File: src/rtl/mpu_pkg.sv
package mpu_pkg;

  localparam logic [1:0] REG_CTRL = 2'd0;
  localparam logic [1:0] REG_STAT = 2'd1;
  localparam logic [1:0] REG_DATA = 2'd2;
  localparam logic [1:0] MODE_NINE = 2'b11;

  // control register layout, bit 6 down to bit 0
  typedef struct packed {
    logic       rx_en;     // bit 6
    logic       tx_b9;     // bit 5
    logic       wake_en;   // bit 4
    logic       par_even;  // bit 3
    logic       par_en;    // bit 2
    logic [1:0] mode;      // bits 1:0
  } ctrl_t;

  typedef enum logic [2:0] {
    RX_IDLE,
    RX_START,
    RX_DATA,
    RX_XTRA,
    RX_STOP
  } rx_state_t;

endpackage

File: src/rtl/mpu_baud.sv
module mpu_baud #(
  parameter int DIV_W = 16
) (
  input  logic             clk,
  input  logic             rst_n,
  input  logic [DIV_W-1:0] div,
  output logic             tick
);

  logic [DIV_W-1:0] cnt_q, cnt_n;

  assign tick = (cnt_q == div);

  always_comb begin
    if (tick) cnt_n = '0;
    else      cnt_n = cnt_q + 1'b1;
  end

  always_ff @(posedge clk or negedge rst_n) begin
    if (!rst_n) cnt_q <= '0;
    else        cnt_q <= cnt_n;
  end

endmodule

File: src/rtl/mpu_tx.sv
module mpu_tx #(
  parameter int OVS = 16,
  parameter int DW  = 8
) (
  input  logic          clk,
  input  logic          rst_n,
  input  logic          tick,
  input  logic          load,
  input  logic [DW-1:0] data,
  input  logic          has_x,
  input  logic          xbit,
  output logic          txd,
  output logic          busy,
  output logic          done
);

  localparam int FW   = DW + 3;
  localparam int PH_W = $clog2(OVS);
  localparam int CW   = $clog2(FW + 1);
  localparam logic [PH_W-1:0] PH_LAST = PH_W'(OVS - 1);

  logic [FW-1:0]   sh_q, sh_n;
  logic [CW-1:0]   left_q, left_n;
  logic [PH_W-1:0] ph_q, ph_n;
  logic            busy_q, busy_n;
  logic            done_q, done_n;

  always_comb begin
    sh_n   = sh_q;
    left_n = left_q;
    ph_n   = ph_q;
    busy_n = busy_q;
    done_n = 1'b0;
    if (!busy_q) begin
      if (load) begin
        busy_n = 1'b1;
        ph_n   = '0;
        if (has_x) begin
          sh_n   = {1'b1, xbit, data, 1'b0};
          left_n = CW'(FW);
        end else begin
          sh_n   = {2'b11, data, 1'b0};
          left_n = CW'(FW - 1);
        end
      end
    end else if (tick) begin
      if (ph_q == PH_LAST) begin
        ph_n   = '0;
        sh_n   = {1'b1, sh_q[FW-1:1]};
        left_n = left_q - 1'b1;
        if (left_q == CW'(1)) begin
          busy_n = 1'b0;
          done_n = 1'b1;
        end
      end else begin
        ph_n = ph_q + 1'b1;
      end
    end
  end

  always_ff @(posedge clk or negedge rst_n) begin
    if (!rst_n) begin
      sh_q   <= '1;
      left_q <= '0;
      ph_q   <= '0;
      busy_q <= 1'b0;
      done_q <= 1'b0;
    end else begin
      sh_q   <= sh_n;
      left_q <= left_n;
      ph_q   <= ph_n;
      busy_q <= busy_n;
      done_q <= done_n;
    end
  end

  assign txd  = busy_q ? sh_q[0] : 1'b1;
  assign busy = busy_q;
  assign done = done_q;

endmodule

File: src/rtl/mpu_rx.sv
module mpu_rx import mpu_pkg::*; #(
  parameter int OVS = 16,
  parameter int DW  = 8
) (
  input  logic          clk,
  input  logic          rst_n,
  input  logic          tick,
  input  logic          rxd,
  input  logic          en,
  input  logic          has_x,
  output logic          done,
  output logic [DW-1:0] data,
  output logic          xbit,
  output logic          stop_bad
);

  localparam int PH_W  = $clog2(OVS);
  localparam int IDX_W = $clog2(DW);
  localparam logic [PH_W-1:0]  PH_LAST  = PH_W'(OVS - 1);
  localparam logic [PH_W-1:0]  MID_LO   = PH_W'(OVS / 2 - 1);
  localparam logic [PH_W-1:0]  MID_HI   = PH_W'(OVS / 2 + 1);
  localparam logic [IDX_W-1:0] IDX_LAST = IDX_W'(DW - 1);

  logic            s1_q, s2_q;
  logic            prev_q, prev_n;
  rx_state_t       st_q, st_n;
  logic [PH_W-1:0] ph_q, ph_n;
  logic [1:0]      vote_q, vote_n;
  logic [IDX_W-1:0] idx_q, idx_n;
  logic [DW-1:0]   dat_q, dat_n;
  logic            x_q, x_n;
  logic            bad_q, bad_n;
  logic            hx_q, hx_n;
  logic            done_q, done_n;
  logic [2:0]      v3;
  logic            maj;
  logic            in_win;

  assign v3     = {vote_q, s2_q};
  assign maj    = (v3[0] & v3[1]) | (v3[0] & v3[2]) | (v3[1] & v3[2]);
  assign in_win = (ph_q >= MID_LO) && (ph_q <= MID_HI);

  always_comb begin
    prev_n = prev_q;
    st_n   = st_q;
    ph_n   = ph_q;
    vote_n = vote_q;
    idx_n  = idx_q;
    dat_n  = dat_q;
    x_n    = x_q;
    bad_n  = bad_q;
    hx_n   = hx_q;
    done_n = 1'b0;
    if (tick) begin
      prev_n = s2_q;
      if (st_q == RX_IDLE) begin
        if (en && prev_q && !s2_q) begin
          st_n = RX_START;
          ph_n = '0;
          hx_n = has_x;
        end
      end else begin
        ph_n = (ph_q == PH_LAST) ? '0 : ph_q + 1'b1;
        if (in_win) vote_n = v3[1:0];
        case (st_q)
          RX_START: begin
            if (ph_q == MID_HI && maj) begin
              st_n = RX_IDLE;
            end else if (ph_q == PH_LAST) begin
              st_n  = RX_DATA;
              idx_n = '0;
            end
          end
          RX_DATA: begin
            if (ph_q == MID_HI) dat_n = {maj, dat_q[DW-1:1]};
            if (ph_q == PH_LAST) begin
              if (idx_q == IDX_LAST) st_n = hx_q ? RX_XTRA : RX_STOP;
              else                   idx_n = idx_q + 1'b1;
            end
          end
          RX_XTRA: begin
            if (ph_q == MID_HI)  x_n  = maj;
            if (ph_q == PH_LAST) st_n = RX_STOP;
          end
          RX_STOP: begin
            if (ph_q == MID_HI) begin
              bad_n  = !maj;
              done_n = 1'b1;
              st_n   = RX_IDLE;
            end
          end
          default: st_n = RX_IDLE;
        endcase
      end
    end
  end

  always_ff @(posedge clk or negedge rst_n) begin
    if (!rst_n) begin
      s1_q   <= 1'b1;
      s2_q   <= 1'b1;
      prev_q <= 1'b1;
      st_q   <= RX_IDLE;
      ph_q   <= '0;
      vote_q <= '0;
      idx_q  <= '0;
      dat_q  <= '0;
      x_q    <= 1'b0;
      bad_q  <= 1'b0;
      hx_q   <= 1'b0;
      done_q <= 1'b0;
    end else begin
      s1_q   <= rxd;
      s2_q   <= s1_q;
      prev_q <= prev_n;
      st_q   <= st_n;
      ph_q   <= ph_n;
      vote_q <= vote_n;
      idx_q  <= idx_n;
      dat_q  <= dat_n;
      x_q    <= x_n;
      bad_q  <= bad_n;
      hx_q   <= hx_n;
      done_q <= done_n;
    end
  end

  assign done     = done_q;
  assign data     = dat_q;
  assign xbit     = x_q;
  assign stop_bad = bad_q;

endmodule

File: src/rtl/mpu_uart.sv
module mpu_uart import mpu_pkg::*; #(
  parameter int DIV_W = 16,
  parameter int OVS   = 16
) (
  input  logic             clk,
  input  logic             rst_n,
  input  logic [1:0]       addr,
  input  logic             wr_en,
  input  logic             rd_en,
  input  logic [7:0]       wdata,
  output logic [7:0]       rdata,
  input  logic [DIV_W-1:0] baud_div,
  input  logic             rxd,
  output logic             txd,
  output logic             tx_irq,
  output logic             rx_irq
);

  // reset: asserted asynchronously, released on the clock
  logic rs1_q, rs2_q, rst_core_n;
  always_ff @(posedge clk or negedge rst_n) begin
    if (!rst_n) begin
      rs1_q <= 1'b0;
      rs2_q <= 1'b0;
    end else begin
      rs1_q <= 1'b1;
      rs2_q <= rs1_q;
    end
  end
  assign rst_core_n = rs2_q;

  ctrl_t      ctrl_q, ctrl_n;
  logic [7:0] rbuf_q, rbuf_n;
  logic       rb9_q, rb9_n;
  logic       full_q, full_n;
  logic       ovr_q, ovr_n;
  logic       perr_q, perr_n;
  logic       ferr_q, ferr_n;
  logic       rxirq_q, rxirq_n;

  logic       tick;
  logic       nine_mode;
  logic       has_x;
  logic       tx_xbit;
  logic       tx_load;
  logic       tx_busy;
  logic       tx_done;
  logic       rx_done;
  logic [7:0] rx_data;
  logic       rx_x;
  logic       rx_bad;
  logic       rx_accept;
  logic       rx_par_bad;
  logic       rd_stat;
  logic       rd_data;

  assign nine_mode = (ctrl_q.mode == MODE_NINE);
  assign has_x     = nine_mode | ctrl_q.par_en;
  assign tx_xbit   = nine_mode ? ctrl_q.tx_b9
                   : (ctrl_q.par_even ? ^wdata : ~^wdata);
  assign tx_load   = wr_en && (addr == REG_DATA);
  assign rd_stat   = rd_en && (addr == REG_STAT);
  assign rd_data   = rd_en && (addr == REG_DATA);

  mpu_baud #(.DIV_W(DIV_W)) u_baud (
    .clk   (clk),
    .rst_n (rst_core_n),
    .div   (baud_div),
    .tick  (tick)
  );

  mpu_tx #(.OVS(OVS), .DW(8)) u_tx (
    .clk   (clk),
    .rst_n (rst_core_n),
    .tick  (tick),
    .load  (tx_load),
    .data  (wdata),
    .has_x (has_x),
    .xbit  (tx_xbit),
    .txd   (txd),
    .busy  (tx_busy),
    .done  (tx_done)
  );

  mpu_rx #(.OVS(OVS), .DW(8)) u_rx (
    .clk      (clk),
    .rst_n    (rst_core_n),
    .tick     (tick),
    .rxd      (rxd),
    .en       (ctrl_q.rx_en),
    .has_x    (has_x),
    .done     (rx_done),
    .data     (rx_data),
    .xbit     (rx_x),
    .stop_bad (rx_bad)
  );

  // wakeup filter: data frames are dropped before touching any state
  assign rx_accept  = rx_done && !(nine_mode && ctrl_q.wake_en && !rx_x);
  assign rx_par_bad = !nine_mode && ctrl_q.par_en &&
                      (rx_x != (ctrl_q.par_even ? ^rx_data : ~^rx_data));

  always_comb begin
    ctrl_n  = ctrl_q;
    rbuf_n  = rbuf_q;
    rb9_n   = rb9_q;
    full_n  = full_q;
    rxirq_n = rx_accept;
    if (wr_en && (addr == REG_CTRL)) ctrl_n = ctrl_t'(wdata[6:0]);
    if (rd_data) full_n = 1'b0;
    if (rx_accept) begin
      rbuf_n = rx_data;
      full_n = 1'b1;
      if (nine_mode) rb9_n = rx_x;
    end
    ovr_n  = (rd_stat ? 1'b0 : ovr_q)  | (rx_accept && full_q);
    perr_n = (rd_stat ? 1'b0 : perr_q) | (rx_accept && rx_par_bad);
    ferr_n = (rd_stat ? 1'b0 : ferr_q) | (rx_accept && rx_bad);
  end

  always_ff @(posedge clk or negedge rst_core_n) begin
    if (!rst_core_n) begin
      ctrl_q  <= '0;
      rbuf_q  <= '0;
      rb9_q   <= 1'b0;
      full_q  <= 1'b0;
      ovr_q   <= 1'b0;
      perr_q  <= 1'b0;
      ferr_q  <= 1'b0;
      rxirq_q <= 1'b0;
    end else begin
      ctrl_q  <= ctrl_n;
      rbuf_q  <= rbuf_n;
      rb9_q   <= rb9_n;
      full_q  <= full_n;
      ovr_q   <= ovr_n;
      perr_q  <= perr_n;
      ferr_q  <= ferr_n;
      rxirq_q <= rxirq_n;
    end
  end

  always_comb begin
    case (addr)
      REG_CTRL: rdata = {1'b0, ctrl_q};
      REG_STAT: rdata = {rb9_q, full_q, tx_busy, ovr_q, perr_q, ferr_q, 2'b00};
      REG_DATA: rdata = rbuf_q;
      default:  rdata = 8'h00;
    endcase
  end

  assign tx_irq = tx_done;
  assign rx_irq = rxirq_q;

endmodule

File: config.mk
export PLATFORM = sky130hd
export DESIGN_NAME = mpu_uart
export DESIGN_NICKNAME = d
export VERILOG_FILES = /design/src/rtl/mpu_pkg.sv /design/src/rtl/mpu_baud.sv /design/src/rtl/mpu_tx.sv /design/src/rtl/mpu_rx.sv /design/src/rtl/mpu_uart.sv
export SDC_FILE = /design/constraint.sdc
export NUM_CORES = 1
export LEC_CHECK = 0
export CORE_ASPECT_RATIO = 1.4
export CORE_MARGIN = 10
export CORE_UTILIZATION = 63
export DETAILED_ROUTE_END_ITERATION = 6
export DONT_BUFFER_PORTS = 1
export PLACE_DENSITY = 0.79
export SLEW_MARGIN = 40
export SYNTH_ARGS = -nofsm -noshare
export SYNTH_HDL_FRONTEND = slang
export SYNTH_SLANG_ARGS = --single-unit
File: constraint.sdc
create_clock -name clk -period 2.88 [get_ports clk]
set_input_delay 0 -clock clk [delete_from_list [all_inputs] [get_ports clk]]
set_output_delay 0 -clock clk [all_outputs]
set_load 0.03 [all_outputs]
* Word level (Yosys, flattened, before mapping) *
Index checks and enable logic that the tools add are counted.

word-level totals
  flip-flop bits (word level) = 87
  input bits = 31
  output and inout port bits = 11
  logic and storage cells = 173

operators by class
  $add $sub $neg = 5
  order comparisons = 2
  equal/unequal tests = 26
  multiplexer cells = 56
  bitwise gates (word level) = 10
  reduce and logical (&&, ||, !) cells = 41

operators by type and width
  operator                                       count
  two-way mux 11 bit                             4
  two-way mux 4 bit                              11
  two-way mux 3 bit                              13
  one-hot mux 8 bit (3 select lines)             1
  two-way mux 1 bit                              23
  adder 16 x 1 -> 16 bit, second input constant  1
  == test 16 bit                                 1
  logical AND 1 bit                              16
  two-way mux 16 bit                             1
  XNOR reduction 8 bit                           2
  parity 8 bit                                   2
  AND reduction 7 bit                            2
  == test 4 bit, second input constant           3
  != test 3 x 1 -> 1 bit, second input constant  4
  one-hot mux 3 bit (4 select lines)             1
  AND reduction 4 bit                            3
  two-way mux 10 bit                             1
  != test 2 bit, second input constant           5
  AND reduction 3 bit                            3
  adder 4 x 1 -> 4 bit, second input constant    2
  == test 3 x 2 -> 1 bit, second input constant  2
  == test 3 bit, second input constant           2
  OR 1 bit                                       6
  one-hot mux 3 bit (2 select lines)             1
  other kinds (18)                               30

* Longest topological paths before layout *
Gate-level depths: netlist of the first run.

  word-level depth = 7
  mapped depth = 8
  gate-level depth less buffers = 7

* Cells and area by module *
From an unflattened synthesis of the first run, not the netlist that was laid out.

unflattened totals
  cells, all modules = 428
  area, all modules = 4580.6 sq um

by module, submodules not included
  module    times used  cells each  area an instance (sq um)
  mpu_rx    1           113         1361.3
  mpu_uart  1           117         1212.4
  mpu_tx    1           100         1059.8
  mpu_baud  1           98          947.2

* Worst setup path after synthesis of the first run *
Ideal clock, no wire load.

  kind = reg-to-reg
  from = register u_baud.cnt_q[0]
  to = register u_rx.hx_q
  library setup time = 127 ps
  arrival time = 1978 ps
  setup slack = 775 ps
  stages on the path, launching flop included = 6
  buffers on the path = 0
  clock period less this slack = 2105 ps
  cell sequence = dfrtp_1 -> xor2_1 -> nor4_1 -> nand4_2 -> or4_1 -> mux2_1

on the way
  longest elaborated chain between the ends = 2

RTL lines
  item                           line            text
  start, declared                mpu_baud.sv:10  logic [DIV_W-1:0] cnt_q, cnt_n;
  start signal, assigned         mpu_baud.sv:21  else cnt_q <= cnt_n;
  == test 16 bit                 mpu_baud.sv:12  assign tick = (cnt_q == div);
  AND reduction 3 bit (no line)  n/a
  end signal, assigned           mpu_rx.sv:123   hx_q <= hx_n;
  end, declared                  mpu_rx.sv:33    logic hx_q, hx_n;

Every way passes these cells.
A chain may end at the register's enable or synchronous reset.

* Worst setup path after layout of the first run *
  from = register u_baud.cnt_q[0]
  to = register u_rx.st_q[0]

on the way
  longest elaborated chain between the ends = 2

RTL lines
  item                           line            text
  == test 16 bit                 mpu_baud.sv:12
  AND reduction 7 bit (no line)  n/a
  end signal, assigned           mpu_rx.sv:116   st_q <= st_n;
  end, declared                  mpu_rx.sv:26    rx_state_t st_q, st_n;

Every way passes these cells.

==> impl_metrics.toml, run 1 <==
[route]
first_pass_iters = 4
vias_per_cell = 5.71
wl_per_cell_um = 17.3
drc = 0
wl_um = 9480
ant_nets = 0
vias = 3124
drt_iter0_drc = 149

[sta]
finClkSkew_ps = 8.00
fin_setup_tns_ps = 0
finalHoldViolCount = 0
finalCriticalPeriod_ps = 2290
slew_headroom_pct = 57.7
period_share_pct = 79.4
tightest_slew_ps = 630
fin_ws_ps = 592
setup_viol = 0
drv_slew = 0
max_freq_mhz = 437
grt_setup_unrepaired = "no"

[floorplanning]
boundaryPins = 42
die_h_um = 119
die-area_um2 = 10900
rows = 36
initial_core_util_pct = 64.2
die_w_um = 91.0
core_um2 = 6940

[clock_network]
cts_resized = 0
numCtsBuffers = 9
cts_tree = "yes"
cts_max_level = 3
root_buffer = "clkbuf_8"
insertion_delay_ps = 360
clock_path_buffers = 2
path_clk_slew_ps = 80
cts.sinks = 86

[power_and_ir_drop]
power.leakage_nw = 2.30
power_frac_comb_pct = 13.4
pwr-share-seq_pct = 54.5
p_int_mw = 1.93
switching_share_pct = 26.2
power_frac_clock_pct = 32.1
vdd_ir_drop_max_uv = 367
switching_power_mw = 0.684
powerDensity_nw_per_um2 = 523

[layout]
final_util_pct = 71.9
final_common_cell = "dfrtp_1"
fin_cells = 547
fin_area_um2 = 4990
area_delta_synth_final_pct = 12.1
layout.cells.most_common_list = "dfrtp_1 (72), nand2_1 (58), mux2_1 (41)"
antenna_cells = 0
nFillCells = 519
nets = 487
final_layout_size_suffix_gt1_share_pct = 9.29

[worst_hold_path]
hp-start = "addr[1]"
min_path_type = "input pin to flop"

[yosys]
synth.distinct_cells = 48
synthesis.nets = 464
synth_edf_count = 0
avgSynthCellArea_um2 = 10.5
seq_area_frac_synth_pct = 48.7
ys_async_sr_fraction_pct = 100
syn_area_um2 = 4450
yosysWarnings = 0
ys_ff_latch = 86
synth_ff_type = "dfrtp_1"
syn_inst = 424

[setup_path]
worstPathArrival_ps = 2530
path_class = "flop to flop"
critPathMaxFanout = 28
cp.required_ps = 3120
critPathLaunchType = "flop"
r2r_start = "u_baud.cnt_q[0]$_DFF_PN0_"
setup.worst_path.end_class = "flop"
cp-startpoint = "u_baud.cnt_q[0]$_DFF_PN0_"

[global_routing]
track_usage_pct = 18.4
grt_overflow = 0
first_global_vias = 3328
grt_max_degree = 42
grt_pass1_wl_um = 16200
antenna_found_initial = 0

[job]
maxCapViolCount = 0

[place]
place_congestion = 0.887
dp_hpwl_um = 6720
dpl_cell_area_um2 = 4590
post-place-ws_ps = 613
dp_cells = 510
io_buffers = 0

[run_status]
status = "complete, no violations"
-- state kept, by name, indices dropped and copies added (netlist names), 2 cells and up --
| register | count |
|---|---|
| u_baud.cnt_q | 16 |
| u_tx.sh_q | 10 |
| rbuf_q | 8 |
| u_rx.data | 8 |
| ctrl_q | 7 |
| u_rx.ph_q | 4 |
| u_tx.left_q | 4 |
| u_tx.ph_q | 4 |
| u_rx.idx_q | 3 |
| u_rx.st_q | 3 |
| u_rx.vote_q | 2 |
-- final timing paths --
check,depth (start not counted),to,slack (ps)
setup reg to reg,6,u_rx.st_q[0]$_DFFE_PN0P_,590
setup / recovery,6,u_rx.st_q[0]$_DFFE_PN0P_,590
hold reg to reg,0,u_rx.ph_q[1]$_DFFE_PN0P_,230
hold / removal,4,perr_q$_DFF_PN0_,40
max in group asynchronous,2,u_rx.prev_q$_DFFE_PN1N_,1900
min in group asynchronous,0,u_rx.ph_q[1]$_DFFE_PN0P_,230
-- power groups by stage --
| stage | clock [mW] | sequential (mW) | combinational [mW] |
|---|---|---|---|
| 3_3_place_gp | 0 | 1.45 | 0.264 |
| 5_1_grt | 0.906 | 1.44 | 0.388 |
| 6_report | 0.838 | 1.42 | 0.350 |
| 3_5_place_dp | 0 | 1.44 | 0.302 |
| 4_1_cts | 0.854 | 1.42 | 0.349 |
| 2_1_floorplan | 0 | 1.41 | 0.262 |
-- cells in the mapped netlist (all sizes together), types with 5 or more instances --
| master | count | area (µm²) |
|---|---|---|
| inv | 13 | 48.8 |
| a21oi | 5 | 25.0 |
| nor2 | 30 | 113 |
| mux2i | 13 | 130 |
| dfrtp | 73 | 1830 |
| mux2 | 42 | 473 |
| nand4 | 6 | 43.8 |
| buf | 8 | 47.5 |
| and4 | 5 | 43.8 |
| nand3 | 20 | 100 |
| xnor2 | 20 | 175 |
| o21ai | 20 | 100 |
| and3 | 5 | 31.3 |
| clkbuf | 8 | 30.0 |
| nor2b | 7 | 43.8 |
| ha | 9 | 113 |
| dfstp | 13 | 342 |
| xor2 | 24 | 210 |
| nor4 | 5 | 37.5 |
| nand2 | 58 | 218 |
| nor3 | 8 | 40.0 |
-- worst max-delay path: stages (launching register included) --
cell and delay (ps):
dfrtp_1 460, xor2_1 180, nor4_1 410, and4_1 270, buf_4 300, nand4_1 200
mux2_1 360
-- routing by layer --
metal / GRT usage (%) / wire [µm] / vias up
met4: 6.88 / 142 / 0
met3: 6.22 / 609 / 11
li1: - / - / 1503
met5: 0 / 0 / -
met1: 20.3 / 3820 / 1539
met2: 32.0 / 4910 / 71
-- stage by stage --
stage	hold WS (ps)	total power [mW]
detailed placement	-296	1.74
finish	41.0	2.61
global route	41.1	2.73
floorplan	-296	1.68
CTS	3.19	2.62
global placement	-296	1.72
-- layout make-up --
cell class / instances / area [µm²] / area share (%)
flip-flops and latches: 86 / 2170 / 43.5
multi-input cells: 309 / 2160 / 43.3
repair buffers: 28 / 295 / 5.92
clock buffers: 12 / 145 / 2.91
well taps: 95 / 119 / 2.38
inverters: 13 / 48.8 / 0.978
clock inverters: 4 / 47.5 / 0.953
-- what timing repair did --
action | in CTS | in global routing
endpoints found under the hold margin | 26 | 0
setup buffers | 0 | 0
hold buffers | 21 | 0
-- kinds of logic (layout without fill, tap and decap cells) --
| family | after synthesis | count (layout) | synth area share [%] |
|---|---|---|---|
| buffers and inverters | 29 | 57 | 2.84 |
| and+or+nand+nor | 159 | 159 | 17.5 |
| DFF | 86 | 86 | 48.7 |
| other | 1 | 1 | 0.0843 |
| muxes | 55 | 55 | 13.6 |
| AOI/OAI and AO/OA | 39 | 39 | 5.34 |
| xor gates and xnor gates | 45 | 45 | 9.16 |
| adders and majority gates | 10 | 10 | 2.76 |
No activity file was read; power rests on OpenSTA's default activity.
==> inputs of run 2 (changes only) <==
clock period = 2.2 ns   (was 2.88 ns; I/O delays follow)
==> impl_metrics.toml, run 2 (same netlist as run 1, synthesis figures left out) <==
[power_and_ir_drop]
switching_power_mw = 0.911
pwr-share-seq_pct = 53.7
power_frac_clock_pct = 32.1
powerDensity_nw_per_um2 = 678
p_int_mw = 2.52
power_mw = 3.43
switching_share_pct = 26.6
power_frac_comb_pct = 14.2
vdd_ir_drop_max_uv = 557
power.leakage_nw = 2.37

[floorplanning]
boundaryPins = 42
die_w_um = 91.0
rows = 36
initial_core_util_pct = 64.2
die_h_um = 119
die-area_um2 = 10900
core_um2 = 6940

[run_status]
status = "complete, no violations"

[clock_network]
insertion_delay_ps = 360
cts_max_level = 3
path_clk_slew_ps = 80
root_buffer = "clkbuf_8"
cts.sinks = 86
numCtsBuffers = 9
clock_path_buffers = 2
cts_tree = "yes"

[route]
first_pass_iters = 4
drt_iter0_drc = 158
ant_nets = 0
drc = 0
wl_um = 9680
vias = 3158
wl_per_cell_um = 17.4
dr_wl_met2_um = 5120
route.met3.wl_um = 502
met1_length_um = 3890
vias_per_cell = 5.69
top_layer = "met4"

[layout]
layout.cells.most_common_list = "dfrtp_1 (72), nand2_1 (58), mux2_1 (41)"
fin_cells = 555
nets = 495
area_delta_synth_final_pct = 13.6
reg.largest.list = "u_baud.cnt_q (16), u_tx.sh_q (10)"
final_common_cell = "dfrtp_1"
largest_reg_flops = 16
antenna_cells = 0
largest-register = "u_baud.cnt_q"
final_layout_size_suffix_gt1_share_pct = 13.9

[job]
maxCapViolCount = 0

[sta]
tightest_slew_ps = 624
period_share_pct = 98.5
fin_setup_tns_ps = 0
finalCriticalPeriod_ps = 2170
finalHoldViolCount = 0
grt_setup_unrepaired = "yes"
finClkSkew_ps = 7.52
drv_slew = 0
slew_headroom_pct = 58.1
fin_ws_ps = 34.1
setup_viol = 0
max_freq_mhz = 462

[place]
place_congestion = 0.889
io_buffers = 0
dp_cells = 523
post-place-ws_ps = -94.8
dp_hpwl_um = 6700

[setup_path]
critPathLaunchType = "flop"
cp.required_ps = 2440
critPathMaxFanout = 4
slowest_delay_ps = 500
path_class = "flop to flop"
setup.worst_path.end_class = "flop"
path_cells = "xor2_1 -> nor4_2 -> nand4_2 -> buf_6 -> or4_4 -> mux2_1"
worstPathArrival_ps = 2410
cp_slowest_cell = "or4_4"

[global_routing]
grt_overflow = 0
track_usage_pct = 18.4
first_global_vias = 3384
antenna_found_initial = 0
grt_max_degree = 57
grt_pass1_wl_um = 16400

[worst_hold_path]
min_path_type = "input pin to flop"
## run 2: cell type report
| class | instances | area [µm²] |
|---|---|---|
| multi-input cells | 309 | 2190 |
| flip-flops and latches | 86 | 2170 |
| fillers | 509 | 1880 |
| repair buffers | 36 | 325 |
| clock buffers | 10 | 138 |
| well taps | 95 | 119 |
| clock inverters | 6 | 58.8 |
| inverters | 13 | 48.8 |
## run 2: stage by stage
step	util, %	hold WS, ps	area (µm²)
floorplan	-	-296	4450
global route	72.9	51.6	5050
global placement	67.2	-296	4660
detailed placement	67.2	-296	4660
CTS	72.6	13.8	5040
finish	72.9	65.4	5050
## run 2: path summary, 6_finish.rpt
check                                                start                  endpoint  slack, ps  depth (start not counted)
worst max-delay path            u_baud.cnt_q[15]$_DFF_PN0_     u_rx.hx_q$_DFFE_PN0P_         30                          6
worst min-delay path                               addr[1]          ferr_q$_DFF_PN0_         70                          4
worst max register to register  u_baud.cnt_q[15]$_DFF_PN0_     u_rx.hx_q$_DFFE_PN0P_         30                          6
worst min register to register             rs2_q$_DFF_PN0_     rbuf_q[2]$_DFFE_PN0P_        270                          0
max in group asynchronous                  rs2_q$_DFF_PN0_  u_tx.sh_q[9]$_DFFE_PN1P_       1250                          1
min in group asynchronous                  rs2_q$_DFF_PN0_     rbuf_q[2]$_DFFE_PN0P_        270                          0
## run 2: layer usage
layer | vias up | global-route usage [%]
met3 | 15 | 4.97
met2 | 71 | 32.9
met5 | - | 0
li1 | 1512 | -
met4 | 0 | 7.17
met1 | 1560 | 20.1
## run 2: what timing repair did
item,CTS,global route
gates resized for setup,4,7
setup endpoints to repair,18,13
endpoints found under the hold margin,26,0
buffers inserted,1,0
hold buffers,14,0
pin swaps,2,2
gates cloned,1,0
## run 2: power groups by stage
| stage | clock, mW | combinational [mW] | sequential (mW) |
|---|---|---|---|
| CTS | 1.13 | 0.487 | 1.84 |
| floorplan | 0 | 0.343 | 1.85 |
| global route | 1.20 | 0.530 | 1.86 |
| detailed placement | 0 | 0.448 | 1.87 |
| finish | 1.10 | 0.485 | 1.84 |
| global placement | 0 | 0.433 | 1.86 |
## run 2: worst max-delay path: cells and delay by family, from the launching register on
family / cells / cell delay (ps)
multiplexers: 1 / 310
AND/OR/NAND/NOR: 3 / 1020
flip-flops: 1 / 410
buffers and inverters: 1 / 160
XOR/XNOR: 1 / 160
